===== src/rtl/gpio_port.sv =====
module gpio_port #(
  parameter int N_PINS = 32,
  parameter int ADDR_W = 7
) (
  input  logic              clk,
  input  logic              rst,
  input  logic              bus_we,
  input  logic [ADDR_W-1:0] bus_addr,
  input  logic [31:0]       bus_wdata,
  output logic [31:0]       bus_rdata,
  input  logic [N_PINS-1:0] ext_en,
  input  logic [N_PINS-1:0] ext_val,
  output logic [N_PINS-1:0] pad_out,
  output logic [N_PINS-1:0] pad_oe,
  output logic              short_err
);
  localparam int IDX_W = (N_PINS > 1) ? $clog2(N_PINS) : 1;
  localparam logic [ADDR_W-1:0] W_OUT = 0, W_OSET = 1, W_OCLR = 2, W_IN = 3,
                                W_DIR = 4, W_DSET = 5, W_DCLR = 6, W_STAT = 7,
                                W_CFG = 32;

  logic [N_PINS-1:0]      out_q, dir_q, in_q, sense_d;
  logic [N_PINS-1:0][2:0] cfg_q;
  logic                   err_q;
  logic [N_PINS-1:0]      wmask;
  logic [ADDR_W-1:0]      cfg_off;
  logic                   cfg_hit;
  logic [IDX_W-1:0]       idx;
  logic                   shorted;

  assign wmask   = bus_wdata[N_PINS-1:0];
  assign cfg_off = bus_addr - W_CFG;
  assign cfg_hit = (bus_addr >= W_CFG) && (cfg_off < ADDR_W'(N_PINS));
  assign idx     = cfg_off[IDX_W-1:0];

  for (genvar i = 0; i < N_PINS; i++) begin : g_pin
    logic conn;
    logic [1:0] pull;
    assign conn = ~cfg_q[i][0];
    assign pull = cfg_q[i][2:1];
    always_comb begin
      if (conn && ext_en[i])      sense_d[i] = ext_val[i];
      else if (conn && dir_q[i])  sense_d[i] = out_q[i];
      else if (pull == 2'b11)     sense_d[i] = 1'b1;
      else if (pull == 2'b01)     sense_d[i] = 1'b0;
      else                        sense_d[i] = in_q[i];
    end
  end

  assign shorted = |(dir_q & ext_en & (ext_val ^ out_q));

  always_ff @(posedge clk) begin
    if (rst) begin
      out_q <= '0;
      dir_q <= '0;
      in_q  <= '0;
      err_q <= 1'b0;
      for (int i = 0; i < N_PINS; i++) cfg_q[i] <= 3'b001;
    end else begin
      in_q  <= sense_d;
      err_q <= shorted | (err_q & ~(bus_we && bus_addr == W_STAT));
      if (bus_we) begin
        case (bus_addr)
          W_OUT:  out_q <= wmask;
          W_OSET: out_q <= out_q | wmask;
          W_OCLR: out_q <= out_q & ~wmask;
          W_DIR:  dir_q <= wmask;
          W_DSET: dir_q <= dir_q | wmask;
          W_DCLR: dir_q <= dir_q & ~wmask;
          default: if (cfg_hit) begin
            cfg_q[idx] <= bus_wdata[3:1];
            dir_q[idx] <= bus_wdata[0];
          end
        endcase
      end
    end
  end

  always_comb begin
    bus_rdata = '0;
    case (bus_addr)
      W_OUT, W_OSET, W_OCLR: bus_rdata = 32'(out_q);
      W_IN:                  bus_rdata = 32'(in_q);
      W_DIR, W_DSET, W_DCLR: bus_rdata = 32'(dir_q);
      W_STAT:                bus_rdata = {31'b0, err_q};
      default: if (cfg_hit)  bus_rdata = {28'b0, cfg_q[idx], dir_q[idx]};
    endcase
  end

  assign pad_out   = out_q;
  assign pad_oe    = dir_q;
  assign short_err = err_q;
endmodule


===== config.mk =====
export PLATFORM = sky130hd
export DESIGN_NAME = gpio_port
export DESIGN_NICKNAME = d
export VERILOG_FILES = /design/src/rtl/gpio_port.sv
export SDC_FILE = /design/constraint.sdc
export NUM_CORES = 1
export LEC_CHECK = 0
export ABC_AREA = 0
export CORE_ASPECT_RATIO = 1.25
export CORE_MARGIN = 8
export CORE_UTILIZATION = 60
export DETAILED_ROUTE_END_ITERATION = 16
export DONT_BUFFER_PORTS = 1
export PLACE_DENSITY_LB_ADDON = 0.1
export SLEW_MARGIN = 20
export SYNTH_ARGS = -nofsm -noshare
export SYNTH_HDL_FRONTEND = slang
export SYNTH_SLANG_ARGS = --single-unit

===== constraint.sdc =====
create_clock -name clk -period 1.9 [get_ports clk]
set_input_delay 0.095 -clock clk [delete_from_list [all_inputs] [get_ports clk]]
set_output_delay 0.095 -clock clk [all_outputs]
set_load 0.01 [all_outputs]

# After elaboration in Yosys (flattened, before gate mapping)
# Index checks and enable logic that the tools add are counted.
[word_totals]
output_inout_bits = 97
regBits = 193
elab_cells = 440
in_bits = 106
[classes]
reduce_logical = 109
n_eq_ne = 71
bitwise_logic = 45
order_cmp = 4
n_mux = 143
n_addsub = 1
[ops]
columns = ["op", "count"]
rows = [
  ["$pmux 32 s4", 2],
  ["$reduce_bool 4->1", 33],
  ["$mux 1", 130],
  ["$and 32x32->32", 4],
  ["$bwmux 96", 1],
  ["$pmux 32 s3", 1],
  ["$logic_and 1x1->1", 67],
  ["$eq 2x1->1 const B", 32],
  ["$eq 2x2->1 const B", 32],
  ["$or 32x32->32", 2],
  ["$not 1->1", 35],
  ["$bwmux 32", 1],
  ["$mux 32", 1],
  ["$not 32->32", 1],
  ["$reduce_or 32->1", 1],
  ["$xor 32x32->32", 1],
  ["$eq 7x3->1 const B", 4],
  ["$bmux 3 s5", 1],
  ["$demux 3 s5", 1],
  ["$eq 7x2->1 const B", 2],
  ["$eq 7x1->1 const B", 1],
  ["$ge 7x6->1 const B", 1],
  ["$logic_not 7->1", 1],
  ["$lt 7x6->1 const B", 1],
  ["14 further kinds", 17],
]

# Depth between registers and ports, before layout
[logic_depth]
depth_word = 8
mapped_depth = 8
ltp_nobuf = 5

# Least setup slack after synthesis
# OpenSTA, ideal clock, no wires.
[synth_path]
kind = "input port to output port"
from = "in bus_addr[2]"
to = "out bus_rdata[12]"
path_stages = 8
path_slack_ns = 0.252
path_buffers = 4
t_arrival_ns = 1.553
cell_sequence = "buf_4 or3b_1 buf_2 nor2_4 buf_4 buf_4 a22oi_1 o21ai_0"
[synth_via]
elab_chain_len = 3
elab_cells_between_ends = 11
cone_classes = "eq/ne (7); mux (1); reduce/logical (3)"
[synth_rtl]
columns = ["element", "line_no", "rtl"]
rows = [
  ["start, declared", "8", "input logic [ADDR_W-1:0] bus_addr,"],
  ["$eq 7x3->1, or another cell as far along", "81", "case (bus_addr)"],
  ["$reduce_or 3->1 (on tied branches)", "n/a", ""],
  ["$pmux 32 s4 *", "81", ""],
  ["end, declared", "10", "output logic [31:0] bus_rdata,"],
]
# Mark *: on every way between the ends. The rest lies on a longest branch, timed or not.

# Worst setup path after layout
[layout_path]
from = "reg cfg_q[79] in the netlist's numbering"
to = "out bus_rdata[2]"
[layout_via]
elab_chain_len = 4
[layout_rtl]
columns = ["element", "line_no", "rtl"]
rows = [
  ["start, declared", "23", "logic [N_PINS-1:0][2:0] cfg_q;"],
  ["start signal, assigned by index", "71", "cfg_q[idx] <= bus_wdata[3:1];"],
  ["$bmux 3 s5", "86", "default: if (cfg_hit) bus_rdata = {28'b0, cfg_q[idx], dir_q[idx]};"],
  ["$mux 3 (implied by the code)", "86", ""],
  ["$mux 4", "86", ""],
  ["$pmux 32 s4", "81", ""],
]
# No other way between the ends. The select of a mux whose other input is x is not followed.

==> out/results.md <==
• 1381 — number of cells produced by synthesis
• 3 — Hold Path Depth
• 0 — Post-synth EDFFs
• 8.430 um^2 — Mapped Avg Cell Area
• 1634 — # placed instances
• 119.5% — Final period util
• 32010 um — half-perimeter wire length of the detailed placement result
• 17 — total CTS buffers
• 171.7 um — floorplan die height
• 587.5 mW/mm^2 — power density cells
• 6.986 — detailed-route vias per instance
• 40.88% — overall track demand over capacity in global routing
• 16.14% — fraction of layout instances using a drive strength above 1
• 203 — boundary pin count
• yes — setup repair after global routing missed its margin
• 2.17 ns — critical path data arrival time
• sky130_fd_sc_hd__dfxtp_1 — most common library cell in the layout ignoring fill and taps
• 0.51 ns — maximum single-stage delay on the critical path
• sky130_fd_sc_hd__dfxtp_1 33%, sky130_fd_sc_hd__mux2i_1 8.2%, sky130_fd_sc_hd__o21ai_0 5.8% — leading post-synthesis cells by cell area
• -0.3698 ns — post-route setup slack
• 57 — Core Rows
• 0 — GRT Residual Overflow
• 0.02414 mm^2 — total die area
• 74790 um — first-pass GRT wire length
• 1 — final hold violation count
• 0.01164 mm^2 — Post-Syn Area
• 8 — count of TritonRoute iterations in the first routing pass
• 0 — Synthesis Warnings
• 3 — maximum net fanout on the critical path
• 174 x sky130_fd_sc_hd__dfxtp_1, 156 x sky130_fd_sc_hd__nor2_1, 137 x sky130_fd_sc_hd__dlygate4sd3_1 — top library cells by usage in the layout, fill and taps aside
• 0% — Async S/R FF share, synth
• 33.19% — share of the synthesized area in the top cell type
• 1667 — layout net count
• 1 — buffering stage count on the worst path with inverters included
• -0.004324 ns — Post-Route Hold Slack
• multiplexers — gate family responsible for the most delay along the worst path
• 1822 — number of DRC violations after detailed-routing iteration 0
• 0 — DRC errors left
• -0.02577 ns — worst slack after detailed placement
• 0 — number of maximum-capacitance constraint violations
• 0.08 ns — register clock-pin slew on the reported worst setup and hold paths
• sky130_fd_sc_hd__dfxtp_1 — Synth area leader
• primary input to flip-flop — worst hold path type
• 140.6 um — x dimension of the die
• mux4_2, mux2i_2, mux2i_1, nor2b_1, o41ai_2, buf_4 — cells along the critical path
• 193 — #FFs+latches synth
• 1 — initial antenna violation count
• 2 — number of buffers between clock root and the deepest sink
• yes — clock tree from TritonCTS
• output pin — critical path capture point type
• 0.01926 mm^2 — core area
• 12320 — vias in the first global route
• 193 — sinks on the clock net
• 4 — setup-violating endpoint count in the final report
• finished, violations left — outcome
• 0.7954 ns — measured slew at the worst slew-check pin
• 2.270 ns — minimum clock period after layout
• sky130_fd_sc_hd__mux4_2 — Slowest cell on crit path
• 0 — number of routed nets with antenna violations
• negative hold slack, negative setup slack — violated checks
• flip-flop — critical path launch point type
• 12650 — total number of vias
• 46.97% — worst slew margin relative to its limit
• 0.008899 ns — Final Skew
• sky130_fd_sc_hd__clkbuf_16 — clock tree root driver cell
• 0.01461 mm^2 — post-route cell area
• 0.9613 — global placer's final weighted congestion
• 0.4406 GHz — f_max
• sky130_fd_sc_hd__dfxtp_1 — most frequently used flop master after synthesis
• 1487 — post-synth net total
• 50140 um — routed wire length
• 0.45 ns — later-pin clock latency in the skew report
• 4 — number of H-tree levels
• 63 — unique cell type count in the Yosys netlist
• 0 — port buffer count
• 25.53% — relative area change from synthesis to final layout
• 677.4 uV — maximum resistive drop on vdd
• 101 — pin count of the biggest net entering global routing
• 0.01245 mm^2 — Area after DPL
• 33.19% — share of synthesized area occupied by flip-flops and latches
• 6 — logic depth of the worst setup path including buffers
• 0 — Slew Limit Fails
• 1.80 ns — data required time of the worst path
• -1.053 ns — Setup Total Neg Slack
• flip-flop to output pin — Critical Setup Path Class
• 1811 — filler-free cell count of the finished design
• 75.89% — core occupancy in the finished layout
• 27.69 um — wire length per cell after detailed routing
• 6 — worst r2r path cells
• 0.005559 uW — static power due to leakage
• 60.45% — starting density of the core
==> synth_stat cells (34+ instances only) <==
| cell | count |
|---|---|
| sky130_fd_sc_hd__nor2b_1 | 34 |
| sky130_fd_sc_hd__nand2_1 | 63 |
| sky130_fd_sc_hd__mux2i_1 | 95 |
| sky130_fd_sc_hd__nor2_1 | 160 |
| sky130_fd_sc_hd__nor3b_1 | 34 |
| sky130_fd_sc_hd__o21ai_0 | 134 |
| sky130_fd_sc_hd__a21oi_1 | 109 |
| sky130_fd_sc_hd__a22oi_1 | 67 |
| sky130_fd_sc_hd__clkbuf_1 | 58 |
| sky130_fd_sc_hd__a211oi_1 | 53 |
| sky130_fd_sc_hd__dfxtp_1 | 193 |
| sky130_fd_sc_hd__nand3_1 | 37 |
| sky130_fd_sc_hd__inv_1 | 34 |
==> repair_timing <==
action | in CTS | in global routing
pin swaps | 4 | 2
gates resized for setup | 37 | 14
hold buffers | 139 | 0
endpoints found under the hold margin | 193 | 0
buffers inserted | 6 | 0
setup endpoints to repair | 4 | 8
==> layout make-up <==
class                           count  area [um^2]
Clock buffer                       18        439.2
Antenna cell                        1        2.502
Fill cell                        1400         4643
Inverter                           35        131.4
Timing Repair Buffer              268         2475
Multi-Input combinational cell   1046         7216
Tap cell                          236        295.3
Sequential cell                   193         3890
Clock inverter                     14        163.9
==> sequential cells by signal, summed over array words and instances (netlist names) <==
register and count:
short_err 1, pad_oe 32, cfg_q 96, in_q 32
pad_out 32
==> metrics by stage <==
step                      hold WS (ns)  total power, uW
after floorplan                 0.2433             4688
after global placement          0.2009             4698
after detailed placement        0.1948             4703
after CTS                     0.006237             8516
after global routing          0.009046             8762
final                        -0.004324             8585
==> kinds of logic (layout without fill, tap and decap cells) <==
kind of cell    count (synthesis)  count (layout)  synth area share (%)
compound gates                483             483                 26.74
xor+xnor                       32              32                 2.408
buf+inv                       142             335                 5.589
flops                         193             193                 33.19
mux                           130             130                 15.03
other cells                     0               1                     0
simple gates                  401             401                 17.05
==> tightest hold or removal path, stage by stage <==
cell and delay, ns:
sky130_fd_sc_hd__a22oi_1 0.06, sky130_fd_sc_hd__o21ai_0 0.17, sky130_fd_sc_hd__a21oi_1 0.07
==> worst paths after layout <==
path / startpoint / endpoint / slack (ns)
worst min register to register: cfg_q[24] / cfg_q[24] / 0.52
worst min-delay path: bus_wdata[0] / pad_oe[0] / -0.004
worst max-delay path: cfg_q[79] / bus_rdata[2] / -0.37
worst max register to register: pad_out[14] / in_q[14] / 0.10
==> metal layers <==
| metal | vias to the layer above | track usage [%] | wire [um] |
|---|---|---|---|
| li1 | 5459 | - | - |
| met1 | 5973 | 43.74 | 16800 |
| met2 | 965 | 64.20 | 21970 |
| met3 | 255 | 14.72 | 6566 |
| met4 | 0 | 34.60 | 4809 |
| met5 | - | 0 | 0 |
==> where the power goes <==
| part | leakage [uW] | total, uW | switching, uW | internal, uW |
|---|---|---|---|---|
| Clock | 0.000298 | 3800 | 1780 | 2020 |
| Combinational | 0.00370 | 710 | 419 | 290 |
| Sequential | 0.00156 | 4080 | 18.7 | 4060 |
No activity file was read; power rests on OpenSTA's default activity.
